[config.mk]
export PLATFORM = sky130hd
export DESIGN_NAME = wide_count_chain
export DESIGN_NICKNAME = d
export VERILOG_FILES = /design/src/rtl/cnt_chain_pkg.sv /design/src/rtl/cnt_slice.sv /design/src/rtl/cnt_chain_gate.sv /design/src/rtl/wide_count_chain.sv
export SDC_FILE = /design/constraint.sdc
export NUM_CORES = 1
export LEC_CHECK = 0
export BUFFER_PORTS_ARGS = -buffer_cell sky130_fd_sc_hd__buf_2
export CORE_AREA = 2 2 90 92
export CTS_BUF_LIST = sky130_fd_sc_hd__clkbuf_16
export DETAILED_ROUTE_END_ITERATION = 7
export DIE_AREA = 0 0 92 94
export GPL_ROUTABILITY_DRIVEN = 0
export PLACE_DENSITY_LB_ADDON = 0.25
export SETUP_SLACK_MARGIN = 0.5
export SLEW_MARGIN = 20
export SYNTH_ARGS = -nofsm -noshare
export SYNTH_HDL_FRONTEND = slang
export SYNTH_SLANG_ARGS = --single-unit
[constraint.sdc]
create_clock -name clk -period 3 [get_ports clk]
set_clock_uncertainty 0.2 [all_clocks]
set_input_delay 0 -clock clk [delete_from_list [all_inputs] [get_ports clk]]
set_output_delay 0 -clock clk [all_outputs]
set_load 0.03 [all_outputs]
[src/rtl/cnt_chain_pkg.sv]
package cnt_chain_pkg;
    typedef enum logic [1:0] {
        ACT_HOLD  = 2'd0,
        ACT_COUNT = 2'd1,
        ACT_LOAD  = 2'd2
    } slice_act_e;
endpackage

[src/rtl/cnt_slice.sv]
module cnt_slice
    import cnt_chain_pkg::*;
#(
    parameter int W = 8
) (
    input  logic         clk,
    input  logic         rst,
    input  logic         ce_n,
    input  logic         pe_n,
    input  logic [W-1:0] p,
    output logic [W-1:0] q,
    output logic         tc_n
);
    slice_act_e act;

    // action decode: load wins over count, count over hold
    always_comb begin
        unique case ({pe_n, ce_n})
            2'b00, 2'b01: act = ACT_LOAD;
            2'b10:        act = ACT_COUNT;
            2'b11:        act = ACT_HOLD;
            default:      act = ACT_HOLD;
        endcase
    end

    // state register
    always_ff @(posedge clk or posedge rst) begin
        if (rst) begin
            q <= '0;
        end else begin
            unique case (act)
                ACT_LOAD:  q <= p;
                ACT_COUNT: q <= q + 1'b1;
                default:   q <= q;
            endcase
        end
    end

    // outputs
    always_comb begin
        tc_n = ~(&q);
    end

    p_load_r2: assert property (@(posedge clk) disable iff (rst)
        !pe_n |=> q == $past(p));
    p_count_r3: assert property (@(posedge clk) disable iff (rst)
        (pe_n && !ce_n) |=> q == $past(q) + 1'b1);
    p_hold_r4: assert property (@(posedge clk) disable iff (rst)
        (pe_n && ce_n) |=> $stable(q));
endmodule

[src/rtl/cnt_chain_gate.sv]
module cnt_chain_gate #(
    parameter int N = 4
) (
    input  logic [N-1:0] tc_n,
    input  logic         cnt_en_n,
    input  logic         ld_n,
    input  logic         reload_mode,
    output logic [N-1:0] ce_n,
    output logic [N-1:0] pe_n,
    output logic         all_tc_n
);
    // full-width terminal: OR of every active-low slice flag
    assign all_tc_n = |tc_n;

    genvar k;
    generate
        for (k = 0; k < N; k++) begin : g_gate
            if (k == 0) begin : g_low
                assign ce_n[k] = cnt_en_n;
            end else begin : g_up
                // separate path from the reload gating; global enable folded in
                assign ce_n[k] = cnt_en_n | (|tc_n[k-1:0]);
            end
            assign pe_n[k] = ld_n & (cnt_en_n | ~reload_mode | all_tc_n);
        end
    endgenerate
endmodule

[src/rtl/wide_count_chain.sv]
module wide_count_chain #(
    parameter int SLICE_W  = 8,
    parameter int N_SLICES = 4,
    parameter int TOTAL_W  = SLICE_W * N_SLICES
) (
    input  logic               clk,
    input  logic               rst,
    input  logic               cnt_en_n,
    input  logic               ld_n,
    input  logic               reload_mode,
    input  logic [TOTAL_W-1:0] preset,
    output logic [TOTAL_W-1:0] count,
    output logic               tc_n
);
    localparam logic [TOTAL_W-1:0] ALL_ONES = {TOTAL_W{1'b1}};

    logic [N_SLICES-1:0] sl_tc_n;
    logic [N_SLICES-1:0] sl_ce_n;
    logic [N_SLICES-1:0] sl_pe_n;
    logic                all_tc_n;

    cnt_chain_gate #(.N(N_SLICES)) u_gate (
        .tc_n        (sl_tc_n),
        .cnt_en_n    (cnt_en_n),
        .ld_n        (ld_n),
        .reload_mode (reload_mode),
        .ce_n        (sl_ce_n),
        .pe_n        (sl_pe_n),
        .all_tc_n    (all_tc_n)
    );

    genvar k;
    generate
        for (k = 0; k < N_SLICES; k++) begin : g_slice
            cnt_slice #(.W(SLICE_W)) u_slice (
                .clk  (clk),
                .rst  (rst),
                .ce_n (sl_ce_n[k]),
                .pe_n (sl_pe_n[k]),
                .p    (preset[k*SLICE_W +: SLICE_W]),
                .q    (count[k*SLICE_W +: SLICE_W]),
                .tc_n (sl_tc_n[k])
            );
            if (k > 0) begin : g_chk
                p_carry_r5: assert property (@(posedge clk) disable iff (rst)
                    (ld_n && count[k*SLICE_W-1:0] != {(k*SLICE_W){1'b1}})
                    |=> count[k*SLICE_W +: SLICE_W] == $past(count[k*SLICE_W +: SLICE_W]));
            end
        end
    endgenerate

    assign tc_n = all_tc_n;

    p_tc_r6: assert property (@(posedge clk) disable iff (rst)
        (count == ALL_ONES) == !tc_n);
    p_hold_r4: assert property (@(posedge clk) disable iff (rst)
        (ld_n && cnt_en_n) |=> $stable(count));
    p_reload_r7: assert property (@(posedge clk) disable iff (rst)
        (ld_n && !cnt_en_n && reload_mode && count == ALL_ONES) |=> count == $past(preset));
    p_wrap_r9: assert property (@(posedge clk) disable iff (rst)
        (ld_n && !cnt_en_n && !reload_mode && count == ALL_ONES) |=> count == '0);
endmodule

==> results.md <==
- Final setup violation count: 0
- Layout overhead on the synthesized area: 49.26%
- Hold endpoint: g_slice[2].u_slice.q[1]
- Routed WL per cell: 12.69 um
- Worst-path clk slew: 0.05 ns
- WS Path Type: flip-flop to output pin
- Max_cap viols: 0
- Fin. max-slew vios: 0
- Sequential area share after synthesis: 42.90%
- Setup Fix Bufs, Post-CTS: 0
- Drt drc: 0
- Post-synth EDFFs: 0
- Critical path capture point type: output pin
- Tightest hold margin: 0.02618 ns
- Pin count of the biggest net entering global routing: 45
- Mean Syn Cell Area: 9.428 um2
- Vias in the first global route: 1727
- Die height: 94 um
- Async set-reset flop share out of synthesis: 100.0%
- Post-route setup TNS: 0 ns
- Hold path depth: 4
- Vias: 1823
- Flop-to-flop setup slack: 0.69 ns
- Final nets: 342
- Initial antenna violation count: 0
- Post-DRT Antenna Nets: 0
- Area of the die: 8648 um2
- Antenna diodes: 0
- RSZ-0062 raised after global routing: false
- Core Box Area: 7607 um2
- Pwr dens: 460.1 nW/um2
- Register-to-Register Path Depth: 6
- Clk buf depth: 2
- Root Driver: clkbuf_16
- Clk sinks: 32
- Syn_nets: 239
- Peak Freq: 424.6 MHz
- Slew @ Worst Pin: 0.9350 ns
- Routed WL: 5116 um
- Largest regs: g_slice.u_slice.q (32)
- Reg with most FFs: g_slice.u_slice.q
- Final Hold Vio Count: 0
- Critical-path maximum fanout: 8
- Total CTS buffers: 5
- Leakage power: 1.277 nW
- Share of cells above drive strength 1: 26.91%
- VDD IR-drop max: 314.8 uV
- Via/cell ratio: 4.524
- Data arrival time of the critical path: 2.16 ns
- Min-Delay Path Class: input port to flip-flop
- Startpoint Class: flip-flop
- H-tree lvl count: 2
- Worst-Skew Late Latency: 0.27 ns
- Yosys warns: 0
- Unique masters post-synth: 34
- Flip-flop and latch count after synthesis: 32
- Final period util: 78.51%
- Initial DRC Count: 71
- GR Util All Layers: 12.53%
- Cells after synthesis: 198
- Slew HR: 37.28%
- Crit path required time: 2.80 ns
- Initial Util: 24.54%
- Global-route wire length before repair: 8424 um
- Drt pass-1 iters: 4
- CTS tree: yes
- Min-delay src: reload_mode
- Core Rows: 32
- IO Count: 70
- GRT overflow: 0
- Fin crit period: 2.355 ns
- Dpl hpwl: 3739 um
- Post-synthesis cell area: 1867 um2
- Run status: completed
- Main flop type after synthesis: dfrtp_1
- IO buf count: 69
- Die X: 92 um
- Max FFs per register: 32
- Worst R2R Start: g_slice[0].u_slice.q[0]
- R2R Path End: g_slice[0].u_slice.q[4]
-- metrics by stage --
stage / worst slack [ns] / total power, mW / area [um2] / cells / utilization [%]
floorplan: 0.7210 / 0.6964 / 1867 / 198 / -
global placement: 0.6227 / 0.7915 / 2296 / 361 / 30.18
detailed placement: 0.5339 / 0.7925 / 2296 / 361 / 30.18
CTS: 0.5457 / 1.304 / 2779 / 403 / 36.53
global route: 0.5092 / 1.350 / 2786 / 403 / 36.63
finish: 0.6446 / 1.282 / 2786 / 403 / 36.63
-- power by group --
| group | internal [mW] | switching [mW] |
|---|---|---|
| Sequential | 0.473 | 0.0508 |
| Combinational | 0.124 | 0.169 |
| Clock | 0.296 | 0.169 |
-- layout make-up --
| cell class | count | area, um2 |
|---|---|---|
| inverter | 1 | 3.754 |
| clock inverter | 2 | 7.507 |
| timing repair buffer | 107 | 725.7 |
| multi-input combinational | 154 | 996.0 |
| clock buffer | 5 | 125.1 |
| sequential | 32 | 800.8 |
| fill | 829 | 4821 |
| tap | 102 | 127.6 |
-- repair_timing --
item	in CTS	in global routing
resized for setup	0	3
hold buffers	35	0
endpoints found under the hold margin	56	0
endpoints found under the setup margin	0	24
-- metal layers --
| metal | vias to the layer above | part of all wire, % | global-route usage [%] |
|---|---|---|---|
| met5 | - | 0 | 0 |
| met4 | 0 | 2.0 | 5.100 |
| met3 | 6 | 5.0 | 3.130 |
| met2 | 46 | 45 | 19.24 |
| met1 | 850 | 48 | 16.86 |
| li1 | 921 | - | - |
-- cells in the mapped netlist, types with 2 or more instances --
cell type | instances | area (um2)
a22o_1 | 2 | 17.52
nand2_1 | 36 | 135.1
clkbuf_2 | 2 | 10.01
nand3_1 | 10 | 50.05
ha_1 | 4 | 50.05
o21ai_1 | 4 | 20.02
o21ai_0 | 23 | 115.1
nor4_1 | 3 | 18.77
nand4_1 | 10 | 62.56
xor2_1 | 13 | 113.9
mux2i_1 | 3 | 30.03
o211ai_1 | 2 | 15.01
and4_1 | 6 | 52.55
xnor2_1 | 13 | 113.9
clkbuf_1 | 3 | 11.26
and4b_1 | 2 | 20.02
and2_1 | 2 | 12.51
buf_6 | 2 | 22.52
buf_2 | 3 | 15.01
and3_1 | 10 | 62.56
dfrtp_1 | 32 | 800.8
-- worst max-delay path, cell delays in order (launching register included) --
cell	delay [ns]
dfrtp_1	0.40
ha_1	0.20
and3_1	0.36
nand3_1	0.13
or4_1	0.58
buf_2	0.21
-- layout by cell type, fill, tap and decap left out, types with 3 or more instances in the layout --
cell / Yosys / layout
dlygate4sd3_1: 0 / 35
o21ai_1: 4 / 4
buf_2: 3 / 69
nand4_1: 10 / 10
nor4_1: 3 / 3
xor2_1: 13 / 13
ha_1: 4 / 4
clkbuf_16: 0 / 5
xnor2_1: 13 / 13
nand2_1: 36 / 36
clkinv_1: 0 / 3
dfrtp_1: 32 / 32
and3_1: 10 / 10
nand3_1: 10 / 10
o21ai_0: 23 / 23
mux2i_1: 3 / 3
and4_1: 6 / 6
-- worst max path at each step --
stage                                       start                 endpoint  slack, ns  depth (start not counted)
after CTS                 g_slice[0].u_slice.q[0]  g_slice[0].u_slice.q[4]       0.55                          6
after floorplan           g_slice[0].u_slice.q[0]  g_slice[2].u_slice.q[0]       0.72                          9
after detailed placement  g_slice[0].u_slice.q[0]  g_slice[1].u_slice.q[3]       0.53                          6
after global routing      g_slice[0].u_slice.q[0]  g_slice[0].u_slice.q[3]       0.51                          7
after global placement    g_slice[0].u_slice.q[0]  g_slice[0].u_slice.q[2]       0.62                          6
final                     g_slice[2].u_slice.q[0]                     tc_n       0.64                          5
-- kinds of logic after synthesis --
kind of cell,Yosys count,synth area share [%]
muxes,3,1.609
xor gates and xnor gates,26,12.20
DFF,32,42.90
and+or+nand+nor,87,25.47
AOI/OAI and AO/OA,34,11.39
adders and majority gates,4,2.681
buffers and inverters,12,3.753
Note: power is estimated with default switching activity, not from simulation.
